<file path="config.mk">
export PLATFORM = sky130hd
export DESIGN_NAME = maint_range_splitter
export DESIGN_NICKNAME = d
export VERILOG_FILES = /design/src/rtl/maint_pkg.sv /design/src/rtl/maint_edge_align.sv /design/src/rtl/maint_chunk_limit.sv /design/src/rtl/maint_cmd_seq.sv /design/src/rtl/maint_range_splitter.sv
export SDC_FILE = /design/constraint.sdc
export NUM_CORES = 1
export LEC_CHECK = 0
export ABC_AREA = 0
export BUFFER_PORTS_ARGS = -buffer_cell sky130_fd_sc_hd__buf_2
export CAP_MARGIN = 20
export CORE_AREA = 3 3 177 179
export DETAILED_ROUTE_END_ITERATION = 10
export DIE_AREA = 0 0 180 182
export RECOVER_POWER = 50
export SLEW_MARGIN = 20
export SYNTH_ARGS = -nofsm -noshare
export SYNTH_HDL_FRONTEND = slang
export SYNTH_SLANG_ARGS = --single-unit
</file>
<file path="constraint.sdc">
create_clock -name clk -period 20.5 [get_ports clk]
set_input_delay 6.15 -clock clk [delete_from_list [all_inputs] [get_ports clk]]
set_output_delay 6.15 -clock clk [all_outputs]
set_load 0.02 [all_outputs]
</file>
<file path="src/rtl/maint_pkg.sv">
package maint_pkg;

    typedef enum logic [1:0] {
        OP_INV   = 2'd0,
        OP_CLEAN = 2'd1,
        OP_FLUSH = 2'd2
    } op_e;

    typedef enum logic [1:0] {
        CMD_LINE_CI     = 2'd0,
        CMD_CLEAN_RANGE = 2'd1,
        CMD_INV_RANGE   = 2'd2
    } cmd_e;

    typedef enum logic [2:0] {
        ST_IDLE,
        ST_HEAD,
        ST_TAIL,
        ST_BODY,
        ST_DONE
    } state_e;

endpackage

</file>
<file path="src/rtl/maint_edge_align.sv">
module maint_edge_align
    import maint_pkg::*;
#(
    parameter int ADDR_W     = 32,
    parameter int LINE_BYTES = 32
) (
    input  op_e               op,
    input  logic [ADDR_W-1:0] start_addr,
    input  logic [ADDR_W-1:0] end_addr,
    output logic              head_f,
    output logic [ADDR_W-1:0] head_line,
    output logic              tail_f,
    output logic [ADDR_W-1:0] tail_line,
    output logic [ADDR_W-1:0] body_lo,
    output logic [ADDR_W-1:0] body_stop
);
    localparam logic [ADDR_W-1:0] LINE_MASK = ADDR_W'(LINE_BYTES - 1);

    logic [ADDR_W-1:0] start_dn;
    logic [ADDR_W-1:0] start_up;
    logic [ADDR_W-1:0] end_dn;
    logic [ADDR_W-1:0] end_up;
    logic              start_part;
    logic              end_part;

    always_comb begin
        start_dn   = start_addr & ~LINE_MASK;
        start_up   = (start_addr | LINE_MASK) + ADDR_W'(1);
        end_dn     = end_addr & ~LINE_MASK;
        end_up     = (end_addr + LINE_MASK) & ~LINE_MASK;
        start_part = (start_addr & LINE_MASK) != '0;
        end_part   = (end_addr & LINE_MASK) != '0;

        head_line  = start_dn;
        tail_line  = end_dn;
        head_f     = 1'b0;
        tail_f     = 1'b0;
        body_lo    = start_dn;
        body_stop  = end_up;

        if (op == OP_INV) begin
            head_f    = start_part;
            body_lo   = start_part ? start_up : start_addr;
            tail_f    = (body_lo < end_addr) && end_part;
            body_stop = tail_f ? end_dn : end_addr;
        end
    end
endmodule

</file>
<file path="src/rtl/maint_chunk_limit.sv">
module maint_chunk_limit #(
    parameter int ADDR_W      = 32,
    parameter int CHUNK_BYTES = 1024,
    parameter int PAGE_BYTES  = 4096
) (
    input  logic [ADDR_W-1:0] cur,
    input  logic [ADDR_W-1:0] stop,
    output logic [ADDR_W-1:0] chunk_end,
    output logic              chunk_last
);
    localparam int XW = ADDR_W + 1;
    localparam logic [XW-1:0] PAGE_MASK = XW'(PAGE_BYTES - 1);
    localparam logic [XW-1:0] CHUNK_X   = XW'(CHUNK_BYTES);

    logic [XW-1:0] cur_x;
    logic [XW-1:0] stop_x;
    logic [XW-1:0] cap_x;
    logic [XW-1:0] page_x;
    logic [XW-1:0] lim_x;

    always_comb begin
        cur_x  = {1'b0, cur};
        stop_x = {1'b0, stop};
        cap_x  = cur_x + CHUNK_X;
        page_x = (cur_x | PAGE_MASK) + XW'(1);
        lim_x  = stop_x;
        if (cap_x < lim_x)  lim_x = cap_x;
        if (page_x < lim_x) lim_x = page_x;
        chunk_end  = lim_x[ADDR_W-1:0];
        chunk_last = lim_x >= stop_x;
    end
endmodule

</file>
<file path="src/rtl/maint_cmd_seq.sv">
module maint_cmd_seq
    import maint_pkg::*;
#(
    parameter int ADDR_W      = 32,
    parameter int LINE_BYTES  = 32,
    parameter int CHUNK_BYTES = 1024,
    parameter int PAGE_BYTES  = 4096
) (
    input  logic              clk,
    input  logic              rst,
    input  logic              wt_override,
    input  logic              req_valid,
    output logic              req_ready,
    input  op_e               req_op,
    input  logic              head_f,
    input  logic [ADDR_W-1:0] head_line,
    input  logic              tail_f,
    input  logic [ADDR_W-1:0] tail_line,
    input  logic [ADDR_W-1:0] body_lo,
    input  logic [ADDR_W-1:0] body_stop,
    output logic [ADDR_W-1:0] cur,
    output logic [ADDR_W-1:0] stop,
    input  logic [ADDR_W-1:0] chunk_end,
    input  logic              chunk_last,
    output logic              cmd_valid,
    input  logic              cmd_ready,
    output cmd_e              cmd_type,
    output logic [ADDR_W-1:0] cmd_lo,
    output logic [ADDR_W-1:0] cmd_hi,
    output logic              done
);
    localparam logic [ADDR_W-1:0] LINE_SZ   = ADDR_W'(LINE_BYTES);
    localparam logic [ADDR_W-1:0] LINE_MASK = ADDR_W'(LINE_BYTES - 1);
    localparam int               PAGE_SH   = $clog2(PAGE_BYTES);

    state_e            state;
    op_e               op_r;
    logic              wt_r;
    logic              tail_r;
    logic              body_r;
    logic              clean_ph;
    logic [ADDR_W-1:0] hline_r;
    logic [ADDR_W-1:0] tline_r;
    logic [ADDR_W-1:0] cur_r;
    logic [ADDR_W-1:0] stop_r;

    logic req_fire;
    logic cmd_fire;
    logic body_go;

    assign req_ready = (state == ST_IDLE);
    assign req_fire  = req_valid && req_ready;
    assign cmd_fire  = cmd_valid && cmd_ready;
    assign body_go   = (body_lo < body_stop) && !(req_op == OP_CLEAN && wt_override);
    assign cur       = cur_r;
    assign stop      = stop_r;
    assign done      = (state == ST_DONE);

    always_comb begin
        cmd_valid = 1'b0;
        cmd_type  = CMD_LINE_CI;
        cmd_lo    = cur_r;
        cmd_hi    = chunk_end - LINE_SZ;
        unique case (state)
            ST_HEAD: begin
                cmd_valid = 1'b1;
                cmd_lo    = hline_r;
                cmd_hi    = hline_r;
            end
            ST_TAIL: begin
                cmd_valid = 1'b1;
                cmd_lo    = tline_r;
                cmd_hi    = tline_r;
            end
            ST_BODY: begin
                cmd_valid = 1'b1;
                if (op_r == OP_CLEAN || (op_r == OP_FLUSH && clean_ph))
                    cmd_type = CMD_CLEAN_RANGE;
                else
                    cmd_type = CMD_INV_RANGE;
            end
            default: ;
        endcase
    end

    always_ff @(posedge clk) begin
        if (rst) begin
            state    <= ST_IDLE;
            op_r     <= OP_INV;
            wt_r     <= 1'b0;
            tail_r   <= 1'b0;
            body_r   <= 1'b0;
            clean_ph <= 1'b0;
            hline_r  <= '0;
            tline_r  <= '0;
            cur_r    <= '0;
            stop_r   <= '0;
        end else begin
            unique case (state)
                ST_IDLE: if (req_fire) begin
                    op_r     <= req_op;
                    wt_r     <= wt_override;
                    tail_r   <= tail_f;
                    body_r   <= body_go;
                    clean_ph <= (req_op == OP_FLUSH) && !wt_override;
                    hline_r  <= head_line;
                    tline_r  <= tail_line;
                    cur_r    <= body_lo;
                    stop_r   <= body_stop;
                    if (head_f)       state <= ST_HEAD;
                    else if (tail_f)  state <= ST_TAIL;
                    else if (body_go) state <= ST_BODY;
                    else              state <= ST_DONE;
                end
                ST_HEAD: if (cmd_fire) begin
                    if (tail_r)      state <= ST_TAIL;
                    else if (body_r) state <= ST_BODY;
                    else             state <= ST_DONE;
                end
                ST_TAIL: if (cmd_fire) begin
                    state <= body_r ? ST_BODY : ST_DONE;
                end
                ST_BODY: if (cmd_fire) begin
                    if (op_r == OP_FLUSH && clean_ph) begin
                        clean_ph <= 1'b0;
                    end else begin
                        cur_r    <= chunk_end;
                        clean_ph <= (op_r == OP_FLUSH) && !wt_r;
                        if (chunk_last) state <= ST_DONE;
                    end
                end
                ST_DONE: state <= ST_IDLE;
                default: state <= ST_IDLE;
            endcase
        end
    end

    // an offered command is held until taken
    p_cmd_hold_r10: assert property (@(posedge clk) disable iff (rst)
        cmd_valid && !cmd_ready |=> cmd_valid && $stable(cmd_type)
                                    && $stable(cmd_lo) && $stable(cmd_hi));

    // a range command never spans more than one chunk or one page
    p_chunk_bounded_r2: assert property (@(posedge clk) disable iff (rst)
        cmd_valid && cmd_type != CMD_LINE_CI |->
            (cmd_hi - cmd_lo) < ADDR_W'(CHUNK_BYTES)
            && ((cmd_lo ^ cmd_hi) >> PAGE_SH) == '0);

    // command addresses sit on line boundaries
    p_aligned_r5: assert property (@(posedge clk) disable iff (rst)
        cmd_valid |-> ((cmd_lo | cmd_hi) & LINE_MASK) == '0);

    // a flush clean half is followed by an invalidate on the same bounds
    p_flush_pair_r6: assert property (@(posedge clk) disable iff (rst)
        cmd_fire && op_r == OP_FLUSH && cmd_type == CMD_CLEAN_RANGE |=>
            cmd_valid && cmd_type == CMD_INV_RANGE
            && $stable(cmd_lo) && $stable(cmd_hi));

    // override suppresses every clean-range command
    p_no_clean_wt_r7: assert property (@(posedge clk) disable iff (rst)
        cmd_valid && wt_r |-> cmd_type != CMD_CLEAN_RANGE);

    // done lasts a single cycle and never overlaps a command
    p_done_pulse_r8: assert property (@(posedge clk) disable iff (rst)
        done |-> !cmd_valid ##1 !done);

    // no request is taken while a request is in progress
    p_busy_blocks_r9: assert property (@(posedge clk) disable iff (rst)
        cmd_valid || done |-> !req_ready);
endmodule

</file>
<file path="src/rtl/maint_range_splitter.sv">
module maint_range_splitter
    import maint_pkg::*;
#(
    parameter int ADDR_W      = 32,
    parameter int LINE_BYTES  = 32,
    parameter int CHUNK_BYTES = 1024,
    parameter int PAGE_BYTES  = 4096
) (
    input  logic              clk,
    input  logic              rst,
    input  logic              wt_override,
    input  logic              req_valid,
    output logic              req_ready,
    input  logic [1:0]        req_op,
    input  logic [ADDR_W-1:0] req_start,
    input  logic [ADDR_W-1:0] req_end,
    output logic              cmd_valid,
    input  logic              cmd_ready,
    output logic [1:0]        cmd_type,
    output logic [ADDR_W-1:0] cmd_lo,
    output logic [ADDR_W-1:0] cmd_hi,
    output logic              done
);
    op_e               op_in;
    cmd_e              type_out;
    logic              head_f;
    logic              tail_f;
    logic [ADDR_W-1:0] head_line;
    logic [ADDR_W-1:0] tail_line;
    logic [ADDR_W-1:0] body_lo;
    logic [ADDR_W-1:0] body_stop;
    logic [ADDR_W-1:0] cur;
    logic [ADDR_W-1:0] stop;
    logic [ADDR_W-1:0] chunk_end;
    logic              chunk_last;

    assign op_in    = op_e'(req_op);
    assign cmd_type = type_out;

    maint_edge_align #(
        .ADDR_W     (ADDR_W),
        .LINE_BYTES (LINE_BYTES)
    ) u_align (
        .op         (op_in),
        .start_addr (req_start),
        .end_addr   (req_end),
        .head_f     (head_f),
        .head_line  (head_line),
        .tail_f     (tail_f),
        .tail_line  (tail_line),
        .body_lo    (body_lo),
        .body_stop  (body_stop)
    );

    maint_chunk_limit #(
        .ADDR_W      (ADDR_W),
        .CHUNK_BYTES (CHUNK_BYTES),
        .PAGE_BYTES  (PAGE_BYTES)
    ) u_limit (
        .cur        (cur),
        .stop       (stop),
        .chunk_end  (chunk_end),
        .chunk_last (chunk_last)
    );

    maint_cmd_seq #(
        .ADDR_W      (ADDR_W),
        .LINE_BYTES  (LINE_BYTES),
        .CHUNK_BYTES (CHUNK_BYTES),
        .PAGE_BYTES  (PAGE_BYTES)
    ) u_seq (
        .clk         (clk),
        .rst         (rst),
        .wt_override (wt_override),
        .req_valid   (req_valid),
        .req_ready   (req_ready),
        .req_op      (op_in),
        .head_f      (head_f),
        .head_line   (head_line),
        .tail_f      (tail_f),
        .tail_line   (tail_line),
        .body_lo     (body_lo),
        .body_stop   (body_stop),
        .cur         (cur),
        .stop        (stop),
        .chunk_end   (chunk_end),
        .chunk_last  (chunk_last),
        .cmd_valid   (cmd_valid),
        .cmd_ready   (cmd_ready),
        .cmd_type    (type_out),
        .cmd_lo      (cmd_lo),
        .cmd_hi      (cmd_hi),
        .done        (done)
    );
endmodule

</file>
==> results.toml, run 1 <==
[status]
status = "finished with violations"
violations = "capacitance limit, slew limit"

[critical_path]
cp_common_cell = "ha_1"
critPathMaxStageDelay_ns = 0.94
crit_arrival_ns = 10.23
end_kind = "output port"
cp_num_buf_inv = 3
worst_path_max_delay_cell = "nor4_1"
cp.required_ns = 14.35
cpLargestDelayFamily = "simple AND/OR/NAND/NOR gates"
crit_type = "register to output port"
start_kind = "register"
critPathMaxFanout = 31

[logic_synthesis]
synth_area_leaders = "dfxtp_1 20%, ha_1 15%, nand2_1 9.2%"
ys_seq_area_share_pct = 19.9
post-synth-top-area-fraction_pct = 19.9
ys.warnings.count = 0
ys_top_cells_by_count = "313 x nand2_1, 170 x a21oi_1, 153 x nor2_1"
synth_ff_type = "dfxtp_1"
synth_edf_count = 0
synth_top_area_cell = "dfxtp_1"
synth_cell_type_count = 78
netlist_area_um2 = 12800
synth.avg_cell_area_um2 = 7.07
synthArstFlopShare_pct = 0
synth_cells = 1804
yosysMostFrequentCell = "nand2_1"
ys_ff_latch = 127

[clock_tree]
cts_max_path_buffers = 2
clkLatencyLatePin_ns = 0.43
cts_setup_buffers = 0
cts_sinks = 127
cts_inserted_buffers = 17
ctsResizeCount = 0
cts_tree = "done"
cts_max_level = 4
cts.hold.buffers_added = 0
cts_root_buf = "clkbuf_16"
clk_pin_slew_ns = 0.06

[route]
vias_per_cell = 5.88
routed_wl_mm = 47.6
wl_per_cell_um = 20.9
drc = 0
final_antenna_net_count = 0
drtIter0Drc = 1041
num_vias = 13400
drtPass1Iterations = 5

[power_and_ir_drop]
p_per_area_nw_per_um2 = 151
leakagePower_uw = 0.00609
total_power_uw = 2140
ir_worst_vdd_uv = 81.3

[worst_hold_path]
hold_path.class = "register to register"

[cells_and_area]
area_growth_pct = 11.5
antenna_cells = 0
drive_gt1_share_pct = 11.2
nNetsFinal = 2094
finish.instance_area_um2 = 14200

[floorplanning]
core_um2 = 29700
chipHeight_um = 182
design.die.area_um2 = 32800
row_count = 63
fp.dieW_um = 180
start_util_pct = 42.9
io_pins = 140

[timing]
tns_ns = 0
tightest_slew_ns = 4.13
fin_crit_sh_pct = 79.9
setup_viol_count_final = 0
maxSlewViolCount = 306
fmaxAchievable_mhz = 61.0
fin_crit_ns = 16.38
timing.final.ws_setup_ns = 4.12
maxSlewHeadroom_pct = -175
rsz0062_at_grt = "false"
hold_viol = 0
clock_skew_ns = 0.0143

[run]
max_cap_violations = 6

[place]
gp_congestion = 0.972
portBuffers = 139
dp_hpwl_mm = 37.9
place_ws_ns = 4.78
dpl-instance-area_um2 = 13600

[global_routing]
grt_pass1_vias = 12700
overflow = 0
track_usage_pct = 28.1
grt_first_pass_wirelength_mm = 72.7
grt_antenna_before_repair = 0
grt_max_degree = 100
==> worst paths after layout <==
check | from | to | slack, ns | depth (start not counted)
worst max-delay path | u_seq.cur[12]$_SDFFE_PP0P_ | cmd_hi[31] | 4.12 | 31
worst min-delay path | u_seq.tline_r[11]$_SDFFE_PP0P_ | u_seq.tline_r[11]$_SDFFE_PP0P_ | 0.45 | 2
worst max register to register | u_seq.cur[12]$_SDFFE_PP0P_ | u_seq.state[0]$_SDFFE_PP0P_ | 9.25 | 35
worst min register to register | u_seq.tline_r[11]$_SDFFE_PP0P_ | u_seq.tline_r[11]$_SDFFE_PP0P_ | 0.45 | 2
==> kinds of logic (layout without fill, tap and decap cells) <==
family                   count (synthesis)  in the layout  synth area share, %
multiplexers                            24             24                 2.04
AO/OA/AOI/OAI                          431            431                 21.3
AND/OR/NAND/NOR                        726            726                 26.3
flip-flops                             127            127                 19.9
buffers and inverters                  214            290                 6.70
adder cells (fa/ha/maj)                149            149                 14.6
other                                    2              9               0.0589
XOR/XNOR                               131            131                 9.00
==> metrics by stage <==
stage	hold slack, ns	std cells	utilization (%)
final	0.454	2277	47.8
after global routing	0.476	2277	47.8
after CTS	0.455	2277	48.0
after detailed placement	0.447	2245	45.9
after global placement	0.441	2245	45.9
after floorplan	0.436	1811	-
==> sequential cells by signal, indices dropped and copies added, names as in the netlist <==
name,cells
u_seq.cur,32
u_seq.stop,32
u_seq.hline_r,27
u_seq.tline_r,27
u_seq.state,3
u_seq.op_r,2
u_seq.body_r,1
u_seq.clean_ph,1
u_seq.tail_r,1
u_seq.wt_r,1
==> tightest hold or removal path, delay by kind of cell (launching register included) <==
kind	cells	cell delay, ns
and+or+nand+nor	1	0.05
AOI/OAI and AO/OA	1	0.05
DFF	1	0.31
==> layer usage <==
layer	wire, um	track usage, %	part of all wire, %	vias up
li1	-	-	-	6499
met4	1570	10.1	3.3	0
met5	0	0	0	-
met3	4580	7.79	9.6	92
met2	19600	41.2	41	539
met1	21900	39.4	46	6267
==> area by class of cell <==
| class | count | area [um^2] |
|---|---|---|
| Clock buffer | 19 | 443 |
| Clock inverter | 13 | 164 |
| Fill cell | 3132 | 15500 |
| Inverter | 105 | 394 |
| Multi-Input combinational cell | 1470 | 9420 |
| Sequential cell | 127 | 2540 |
| Tap cell | 390 | 488 |
| Timing Repair Buffer | 153 | 768 |
==> placed cells by master, fill, tap and decap left out, types with 18 or more instances in the layout <==
| cell type | n |
|---|---|
| or3_1 | 18 |
| a21oi_1 | 170 |
| ha_1 | 149 |
| nor4_1 | 18 |
| a22oi_1 | 27 |
| nor3_1 | 30 |
| nand2_1 | 312 |
| o21ai_0 | 63 |
| inv_1 | 105 |
| nand4_1 | 35 |
| xnor2_1 | 91 |
| nand3_1 | 58 |
| a21o_1 | 20 |
| nor2_1 | 151 |
| xor2_1 | 40 |
| buf_2 | 128 |
| a211oi_1 | 47 |
| dfxtp_1 | 127 |
==> report_power, final <==
part | switching [uW] | total, uW | internal [uW]
Sequential | 80.1 | 389 | 309
Clock | 121 | 316 | 195
Combinational | 973 | 1440 | 466
Power figures use the tool's default switching activity.
==> run 2: changes to the inputs <==
==> constraint.sdc (replaced) <==
create_clock -name clk -period 14.62 [get_ports clk]
set_input_delay 4.386 -clock clk [delete_from_list [all_inputs] [get_ports clk]]
set_output_delay 4.386 -clock clk [all_outputs]
set_load 0.02 [all_outputs]
==> run 2 against run 1 <==
  * The run still ends with capacitance limit, slew limit left
  * Non-clock buffer count increased by 4
  * Register-to-register slack worse by 4.9 ns
  * Worst setup slack lost 2.9 ns
  * Final cell count up 0.18%
  * Clock power rose by 28%
  * Critical path depth grew 2
  * Combinational power up 41%
  * Clock skew is 0.0028 ns lower
  * Clock-buffer cell count decreased by 2
  * Sequential share of layout area is essentially flat
==> results.toml, run 2 (synthesis gave the netlist of run 1 again) <==
[global_routing]
track_usage_pct = 28.4
grt_antenna_before_repair = 0
overflow = 0
grt_max_degree = 100
grt_pass1_vias = 12900
grt_first_pass_wirelength_mm = 74.0

[floorplanning]
core_um2 = 29700
row_count = 63
start_util_pct = 42.9
io_pins = 140
fp.dieW_um = 180
design.die.area_um2 = 32800
chipHeight_um = 182

[critical_path]
cp_common_cell = "ha_1"
cpLargestDelayFamily = "simple AND/OR/NAND/NOR gates"
crit_arrival_ns = 9.06
cp_num_buf_inv = 4
cp.required_ns = 10.23
start_kind = "register"
critPathMaxStageDelay_ns = 0.56
crit_type = "register to output port"
critPathMaxFanout = 27
end_kind = "output port"
worst_path_max_delay_cell = "nor2_4"

[cells_and_area]
area_growth_pct = 11.2
layout_common_cells = "312 x nand2_1, 170 x a21oi_1, 151 x nor2_1, 149 x ha_1, 127 x dfxtp_1"
antenna_cells = 0
finish.instance_area_um2 = 14200
layout_commonest_cell = "nand2_1"
drive_gt1_share_pct = 11.1
fillCellCount = 3073
nNetsFinal = 2098

[route]
drc = 0
vias_per_cell = 5.91
num_vias = 13500
drtIter0Drc = 1302
routed_wl_mm = 47.6
drtPass1Iterations = 6
final_antenna_net_count = 0
wl_per_cell_um = 20.9

[timing]
fmaxAchievable_mhz = 74.4
setup_viol_count_final = 0
fin_crit_sh_pct = 92.0
maxSlewHeadroom_pct = -170
tns_ns = 0
hold_viol = 0
clock_skew_ns = 0.0115
maxSlewViolCount = 306
rsz0062_at_grt = "false"
fin_crit_ns = 13.44
tightest_slew_ns = 4.05

[place]
dpl-instance-area_um2 = 13700
portBuffers = 139
gp_congestion = 0.992
dp_hpwl_mm = 37.6

[clock_tree]
cts_sinks = 127
cts_root_buf = "clkbuf_16"
cts_tree = "done"
clkLatencyLatePin_ns = 0.43
cts_inserted_buffers = 17
cts_setup_buffers = 0
clk_pin_slew_ns = 0.06
cts_max_level = 4
cts_max_path_buffers = 2
ctsResizeCount = 0
cts.hold.buffers_added = 0

[worst_hold_path]
hold_path.class = "register to register"

[power_and_ir_drop]
ir_worst_vdd_uv = 124
p_per_area_nw_per_um2 = 210
leakagePower_uw = 0.00606

[status]
status = "finished with violations"
violations = "capacitance limit, slew limit"

[run]
max_cap_violations = 6
## run 2: cell types whose count changed in the layout (fill, tap and decap cells not counted), moves of 2 or more
cell	delta
buf_2	-5
clkbuf_1	+4
buf_4	+4
bufinv_16	-3
and2_1	-5
clkinv_2	-2
and2_0	+5
inv_6	+5
## run 2: worst paths after layout
path	from	to	slack, ns	cells past startpoint
setup / recovery	u_seq.cur[12]$_SDFFE_PP0P_	cmd_hi[27]	1.18	33
hold / removal	u_seq.tline_r[10]$_SDFFE_PP0P_	u_seq.tline_r[10]$_SDFFE_PP0P_	0.45	2
hold reg to reg	u_seq.tline_r[10]$_SDFFE_PP0P_	u_seq.tline_r[10]$_SDFFE_PP0P_	0.45	2
setup reg to reg	u_seq.cur[12]$_SDFFE_PP0P_	u_seq.state[0]$_SDFFE_PP0P_	4.31	35
## run 2: worst min-delay path, cell delays in order (launching register included)
cell	delay, ns
dfxtp_1	0.31
nand2_1	0.05
a21oi_1	0.05
## run 2: stage by stage
step	hold WS, ns	util [%]	std cells	total power [uW]	setup slack [ns]
after detailed placement	0.446	46.0	2249	2530	1.90
after CTS	0.454	47.9	2281	2940	1.38
after global placement	0.442	46.0	2249	2530	2.15
final	0.454	47.7	2281	2980	1.18
after floorplan	0.436	-	1811	1920	2.33
after global routing	0.470	47.7	2281	3190	0.724
## run 2: layout make-up
class / count / area (um^2) / share of cell area, %
well taps: 390 / 488 / 3.44
multi-input cells: 1470 / 9410 / 66.4
clock buffers: 17 / 425 / 3.00
flip-flops and latches: 127 / 2540 / 17.9
inverters: 105 / 394 / 2.78
repair buffers: 157 / 792 / 5.59
clock inverters: 15 / 128 / 0.900
## run 2: routing by layer
metal	track usage [%]	routed length, um
met1	42.0	22500
met2	42.4	20200
met5	0	0
met3	4.85	3850
met4	7.27	1020
## run 2: power breakdown
| part | internal [uW] | switching (uW) | leakage (uW) | total, uW |
|---|---|---|---|---|
| registers | 433 | 110 | 0.00104 | 543 |
| logic | 664 | 1370 | 0.00475 | 2030 |
| clock network | 222 | 183 | 0.000268 | 405 |
